<file path="src/rtl/sram_seg_pkg.sv">
package sram_seg_pkg;

  // Width of the host select field
  localparam int SEL_W = 3;

  typedef logic [SEL_W-1:0] sel_t;

  // Select codes whose order is decoded by the address bank
  typedef enum logic [SEL_W-1:0] {
    CODE_ADDR_LO  = 3'd0,
    CODE_ADDR_MID = 3'd1,
    CODE_ADDR_TOP = 3'd2,
    CODE_ENABLES  = 3'd3
  } seg_code_e;

  // Number of data-wide segments needed to cover an address
  function automatic int seg_count(input int addr_w, input int data_w);
    return (addr_w + data_w - 1) / data_w;
  endfunction

endpackage

</file>
<file path="src/rtl/seg_reset_sync.sv">
module seg_reset_sync #(
  parameter int STAGES = 2
) (
  input  logic clk,
  input  logic arst_n,
  output logic rst_n_out
);

  logic [STAGES-1:0] chain_q;
  logic [STAGES-1:0] chain_d;

  always_comb begin
    chain_d = {chain_q[STAGES-2:0], 1'b1};
  end

  always_ff @(posedge clk or negedge arst_n) begin
    if (!arst_n) begin
      chain_q <= '0;
    end else begin
      chain_q <= chain_d;
    end
  end

  assign rst_n_out = chain_q[STAGES-1];

endmodule

</file>
<file path="src/rtl/seg_strobe_sync.sv">
module seg_strobe_sync #(
  parameter int STAGES = 2
) (
  input  logic clk,
  input  logic rst_n,
  input  logic cs_n_async,
  output logic rise_pulse
);

  // Chain idles high so reset release cannot fake an edge
  logic [STAGES-1:0] sync_q;
  logic [STAGES-1:0] sync_d;
  logic              last_q;
  logic              last_d;

  always_comb begin
    sync_d = {sync_q[STAGES-2:0], cs_n_async};
    last_d = sync_q[STAGES-1];
  end

  always_ff @(posedge clk or negedge rst_n) begin
    if (!rst_n) begin
      sync_q <= '1;
      last_q <= 1'b1;
    end else begin
      sync_q <= sync_d;
      last_q <= last_d;
    end
  end

  assign rise_pulse = sync_q[STAGES-1] & ~last_q;

endmodule

</file>
<file path="src/rtl/seg_addr_bank.sv">
module seg_addr_bank
  import sram_seg_pkg::*;
#(
  parameter int ADDR_W = 19,
  parameter int DATA_W = 8
) (
  input  logic              clk,
  input  logic              rst_n,
  input  logic              wr_pulse,
  input  sel_t              sel,
  input  logic [DATA_W-1:0] data,
  output logic [ADDR_W-1:0] addr
);

  localparam int NSEG = seg_count(ADDR_W, DATA_W);

  for (genvar g = 0; g < NSEG; g++) begin : g_seg
    localparam int LO = g * DATA_W;
    localparam int W  = ((ADDR_W - LO) < DATA_W) ? (ADDR_W - LO) : DATA_W;

    logic         seg_we;
    logic [W-1:0] seg_q;
    logic [W-1:0] seg_d;

    // Clock enable for this segment only
    assign seg_we = wr_pulse && (sel == sel_t'(g));

    always_comb begin
      seg_d = seg_q;
      if (seg_we) begin
        seg_d = data[W-1:0];
      end
    end

    always_ff @(posedge clk or negedge rst_n) begin
      if (!rst_n) begin
        seg_q <= '0;
      end else begin
        seg_q <= seg_d;
      end
    end

    assign addr[LO +: W] = seg_q;
  end

endmodule

</file>
<file path="src/rtl/seg_enable_reg.sv">
module seg_enable_reg #(
  parameter  int N_AUX_LOW = 3,
  localparam int EN_W      = N_AUX_LOW + 2
) (
  input  logic                 clk,
  input  logic                 rst_n,
  input  logic                 load,
  input  logic [EN_W-1:0]      data,
  output logic                 ram_sel_n,
  output logic [N_AUX_LOW-1:0] aux_en_n,
  output logic                 aux_en_hi
);

  // Stored sense: 1 means asserted, polarity applied at the pins
  logic [EN_W-1:0] en_q;
  logic [EN_W-1:0] en_d;

  always_comb begin
    en_d = en_q;
    if (load) begin
      en_d = data;
    end
  end

  always_ff @(posedge clk or negedge rst_n) begin
    if (!rst_n) begin
      en_q <= '0;
    end else begin
      en_q <= en_d;
    end
  end

  assign ram_sel_n = ~en_q[0];
  assign aux_en_n  = ~en_q[N_AUX_LOW:1];
  assign aux_en_hi = en_q[N_AUX_LOW+1];

endmodule

</file>
<file path="src/rtl/sram_seg_ctrl.sv">
module sram_seg_ctrl
  import sram_seg_pkg::*;
#(
  parameter int ADDR_W      = 19,
  parameter int DATA_W      = 8,
  parameter int N_AUX_LOW   = 3,
  parameter int SYNC_STAGES = 2
) (
  input  logic                 clk,
  input  logic                 rst_n,
  input  logic [DATA_W-1:0]    host_data,
  input  logic [SEL_W-1:0]     host_sel,
  input  logic                 host_cs_n,
  output logic [ADDR_W-1:0]    addr_out,
  output logic                 ram_sel_n,
  output logic [N_AUX_LOW-1:0] aux_en_n,
  output logic                 aux_en_hi
);

  localparam int NSEG = seg_count(ADDR_W, DATA_W);
  localparam int EN_W = N_AUX_LOW + 2;

  logic rst_sync_n;
  logic wr_pulse;
  logic en_load;

  seg_reset_sync #(.STAGES(2)) u_rst (
    .clk       (clk),
    .arst_n    (rst_n),
    .rst_n_out (rst_sync_n)
  );

  seg_strobe_sync #(.STAGES(SYNC_STAGES)) u_strobe (
    .clk        (clk),
    .rst_n      (rst_sync_n),
    .cs_n_async (host_cs_n),
    .rise_pulse (wr_pulse)
  );

  seg_addr_bank #(.ADDR_W(ADDR_W), .DATA_W(DATA_W)) u_addr (
    .clk      (clk),
    .rst_n    (rst_sync_n),
    .wr_pulse (wr_pulse),
    .sel      (host_sel),
    .data     (host_data),
    .addr     (addr_out)
  );

  // The code after the last address segment selects the enables
  assign en_load = wr_pulse && (host_sel == sel_t'(NSEG));

  seg_enable_reg #(.N_AUX_LOW(N_AUX_LOW)) u_en (
    .clk       (clk),
    .rst_n     (rst_sync_n),
    .load      (en_load),
    .data      (host_data[EN_W-1:0]),
    .ram_sel_n (ram_sel_n),
    .aux_en_n  (aux_en_n),
    .aux_en_hi (aux_en_hi)
  );

endmodule

</file>
<file path="config.mk">
export PLATFORM = sky130hd
export DESIGN_NAME = sram_seg_ctrl
export DESIGN_NICKNAME = d
export VERILOG_FILES = /design/src/rtl/sram_seg_pkg.sv /design/src/rtl/seg_reset_sync.sv /design/src/rtl/seg_strobe_sync.sv /design/src/rtl/seg_addr_bank.sv /design/src/rtl/seg_enable_reg.sv /design/src/rtl/sram_seg_ctrl.sv
export SDC_FILE = /design/constraint.sdc
export NUM_CORES = 1
export LEC_CHECK = 0
export ABC_AREA = 1
export CORE_MARGIN = 4
export CORE_UTILIZATION = 45
export CTS_CLUSTER_SIZE = 8
export DETAILED_ROUTE_END_ITERATION = 7
export DONT_BUFFER_PORTS = 1
export MAX_ROUTING_LAYER = met4
export PLACE_DENSITY = 0.72
export SLEW_MARGIN = 20
export SYNTH_ARGS = -nofsm -noshare
export SYNTH_HDL_FRONTEND = slang
export SYNTH_SLANG_ARGS = --single-unit
</file>
<file path="constraint.sdc">
create_clock -name clk -period 1 [get_ports clk]
set_input_delay 0.15 -clock clk [delete_from_list [all_inputs] [get_ports clk]]
set_output_delay 0.15 -clock clk [all_outputs]
set_load 0.005 [all_outputs]
</file>
Word-level counts from Yosys, hierarchy flattened:

Index checks and enable logic that the tools add are counted.
Widths: inputs -> output; s select.

* logic and storage cells: 19
* input port bits: 14
* register bits after elaboration: 29

* equal/unequal tests: 3
* bitwise gates (word level): 4
* reduce and logical (&&, ||, !) cells: 5

Operators with widths (count)
* $eq 3x2->1 const B: 2
* $logic_and 1x1->1: 4
* $eq 3x1->1 const B: 1
* $logic_not 3->1: 1
* $not 3->3: 1
* $not 1->1: 2
* $and 1x1->1: 1

Depth between registers and ports, before layout:

* word-level depth: 3
* mapped depth: 6
* mapped depth without buffers: 5

Modules after synthesis:

A second synthesis with hierarchy kept.

* cell total of the unflattened synthesis: 125
* area total of the unflattened synthesis: 1158.6 µm²

By module, submodules not included
* seg_addr_bank: area an instance 798.3 µm², cells an instance 88, times used 1
* seg_enable_reg: area an instance 200.2 µm², cells an instance 25, times used 1
* seg_strobe_sync: area an instance 88.8 µm², cells an instance 5, times used 1
* seg_reset_sync: area an instance 53.8 µm², cells an instance 3, times used 1
* sram_seg_ctrl: area an instance 17.5 µm², cells an instance 4, times used 1

Worst setup path after synthesis:

Ideal clock, no wire load.

* kind: reg-to-reg
* from: register u_strobe.sync_q[1]
* to: register u_en.en_q[0]
* data required time: 0.883 ns
* buffers on the path: 0
* stages on the path, launching flop included: 6
* arrival time: 1.027 ns
* setup slack: -0.143 ns
* setup time: 0.117 ns
* clock period less this slack: 1.143 ns
* cell sequence: dfstp_2 -> inv_1 -> nor2_4 -> nand2_1 -> nand2_1 -> nand2_1

* cells in the longest elaborated chain, start to end: 2

Ends and longest elaborated chain
* from (decl): RTL line seg_strobe_sync.sv:11 `logic [STAGES-1:0] sync_q;`
* from (signal assigned): RTL line seg_strobe_sync.sv:26 `sync_q <= sync_d;`
* $and 1x1->1: RTL line seg_strobe_sync.sv:31 `assign rise_pulse = sync_q[STAGES-1] & ~last_q;`
* $logic_and 1x1->1: RTL line sram_seg_ctrl.sv:50 `assign en_load = wr_pulse && (host_sel == sel_t'(NSEG));`
* to (signal assigned): RTL line seg_enable_reg.sv:29 `en_q <= en_d;`
* to (decl): RTL line seg_enable_reg.sv:15 `logic [EN_W-1:0] en_q;`

No other way between the ends.
A chain may end at the register's enable or synchronous reset.

Worst setup path in the final report:

* from: register u_strobe.sync_q[1]
* to: register u_en.en_q[2]

Same word-level chain as after synthesis.

==> metrics.cfg <==
[sta]
finClkSkew_ps = 9.65
setup_viol = 24
period_share_pct = 117
fmax_mhz = 856
timing.hold.ws_ps = 28.3
fin_crit_ps = 1170
setup_slack_ps = -169
rsz0062_at_grt = true
finalHoldViolCount = 0
slew_violations = 0

[global_routing]
grt_pass1_wl_um = 4640
grt_usage_pct = 18.9
grt_pass1_vias = 941
grt_start_max_net_pins = 15
antenna_found_initial = 0
overflow = 0

[detailed_routing]
antenna_left = 0
drc = 0
viasPerCell = 5.25
first_iter_violations = 36
drt-total-wl_um = 2820
post_drt_wl_per_cell_um = 15.6
drt_pass1_iterations = 6
vias = 950

[floorplanning]
initial_core_util_pct = 48.0
die_area_um2 = 3590
boundaryPins = 38
die_h_um = 59.9
fp-row-count = 18
core-area_um2 = 2520
die_w_um = 59.9

[power_and_ir_drop]
p_sw_share_pct = 26.9
pwr-share-comb_pct = 13.1
clockPowerShare_pct = 34.1
power_switching_mw = 0.790
p_leak_nw = 0.766
power_frac_seq_pct = 52.8
intPower_mw = 2.15
peakVddDrop_mv = 1.38
power_density_nw_per_um2 = 1910

[cts]
clkLatencyLatePin_ps = 330
clkTransAtPathRegs_ps = 100
htree_levels = 2
clkSinkCount = 29
clockRootBuffer = clkbuf_4
cts_buffer_depth = 2
numCtsBuffers = 5
cts_tree = yes

[setup_path]
path_class = reg2reg
cp.arrival_ps = 1430
critPathRequiredTime_ps = 1260
crit_slowest_cell = dfstp_2
cp-start-kind = register
crit_path_end_kind = register
crit_chain = inv_2 -> nor2_4 -> buf_12 -> buf_4 -> nand3_1 -> nand2_1
cp_max_fo = 10
cp_slowest_stage_delay_ps = 550

[run_status]
violations = negative setup slack
outcome = finished, violations left

[place]
placed_cell_area_um2 = 1280
port_buffers = 0
dp_hpwl_um = 1930
place.gp.congestion = 0.763

[layout]
area_growth_pct = 26.9
fill_cells = 210
nets = 164
drive_gt1_share_pct = 22.5
final_area_um2 = 1540
n_antenna_cell = 0

[yosys]
synth_fp_nets = 139
synth-seq-cells = 29
syn_inst = 125
syn_avg_cell_area_um2 = 9.69
yosysSeqAreaShare_pct = 60.2
ys_warn_count = 0
synth_cell_types = 14
syn_area_um2 = 1210

[flow_run]
max-cap-violations = 0

[min_path]
worstHoldPathType = in2reg

critical path: cells and delay by family, from the launching register on:
kind | cells | cell delay [ps]
buf+inv | 3 | 300
flops | 1 | 550
simple gates | 3 | 250
layout make-up:
cell class / count / area [µm²] / area share (%)
Clock buffer: 7 / 55.1 / 3.58
Timing Repair Buffer: 22 / 215 / 14.0
Sequential cell: 29 / 729 / 47.5
Clock inverter: 1 / 30.0 / 1.95
Multi-Input combinational cell: 84 / 439 / 28.6
Inverter: 8 / 30.0 / 1.95
Tap cell: 30 / 37.5 / 2.44
cells in the mapped netlist, drive strengths merged:
library cell  instances  area, µm²
inv                   8       30.0
conb                  1       3.75
nand2                51        191
clkbuf                1       13.8
dfstp                 3       78.8
nor2                  5       41.3
dfrtp                26        651
buf                   3       31.3
nand4                 8       50.1
nand3                19        120
cell families after synthesis:
logic type / count (synthesis) / share of synthesized area (%)
DFF: 29 / 60.2
other: 1 / 0.310
and+or+nand+nor: 83 / 33.3
buffers and inverters: 12 / 6.20
registers in the layout (all words and copies together), names as in the netlist:
name and cells:
u_en.en_q 5, u_addr.g_seg.seg_q 19, u_strobe.sync_q 2, u_rst.chain_q 2, u_strobe.last_q 1
path summary, 6_finish.rpt:
path / startpoint / endpoint / slack, ps / depth (start not counted)
setup / recovery: u_strobe.sync_q[1] / u_en.en_q[2] / -170 / 6
hold / removal: host_sel[2] / u_addr.g_seg[0].seg_q[0] / 30 / 3
setup reg to reg: u_strobe.sync_q[1] / u_en.en_q[2] / -170 / 6
hold reg to reg: u_rst.chain_q[1] / u_strobe.sync_q[0] / 210 / 0
max in group asynchronous: u_rst.chain_q[1] / u_strobe.sync_q[1] / 530 / 1
min in group asynchronous: rst_n / u_rst.chain_q[0] / 40 / 1
stage by stage:
stage	cells	TNS [ps]	worst slack (ps)	util [%]	power [mW]
4_1_cts	180	-3700	-179	60.0	2.94
2_1_floorplan	125	-3030	-133	-	1.77
3_5_place_dp	160	-3820	-201	50.9	1.88
5_1_grt	181	-5260	-245	60.9	3.12
3_3_place_gp	160	-3120	-145	50.9	1.85
6_report	181	-3610	-169	60.9	2.94
layout by cell type, fill, tap and decap left out:
| cell type | Yosys | layout |
|---|---|---|
| buf_6 | 1 | 2 |
| nand3_4 | 2 | 2 |
| nand2_1 | 51 | 47 |
| dfstp_2 | 3 | 3 |
| nand3_1 | 17 | 14 |
| clkbuf_1 | 0 | 1 |
| nor2_1 | 2 | 1 |
| nand3_2 | 0 | 3 |
| inv_1 | 8 | 7 |
| clkbuf_8 | 1 | 1 |
| nor2_4 | 3 | 4 |
| clkbuf_4 | 0 | 5 |
| nand2_2 | 0 | 4 |
| bufinv_16 | 0 | 1 |
| dlygate4sd3_1 | 0 | 12 |
| dfrtp_1 | 26 | 26 |
| conb_1 | 1 | 1 |
| nand4_1 | 8 | 8 |
| inv_2 | 0 | 1 |
| buf_4 | 0 | 7 |
| buf_12 | 0 | 1 |
power by group through the flow:
| stage | logic (mW) | clock network [mW] | registers [mW] |
|---|---|---|---|
| 3_5_place_dp | 0.303 | 0 | 1.58 |
| 2_1_floorplan | 0.230 | 0 | 1.54 |
| 4_1_cts | 0.370 | 1.01 | 1.56 |
| 5_1_grt | 0.442 | 1.09 | 1.58 |
| 6_report | 0.383 | 1.00 | 1.55 |
| 3_3_place_gp | 0.284 | 0 | 1.57 |
timing repair:
action,CTS,global route
pin swaps,7,4
endpoints found under the setup margin,24,24
endpoints found under the hold margin,27,2
setup buffers,1,0
gates resized for setup,7,4
hold buffers,11,1
per-layer routing:
metal  vias to the layer above  share of wire (%)  GRT usage, %
met1                       453                 37          20.3
met5                         -                  0             -
met2                        38                 52          29.0
met3                         5                9.0          9.07
met4                         0                2.0          9.49
li1                        454                  -             -
(Power assumes the default switching activity.)
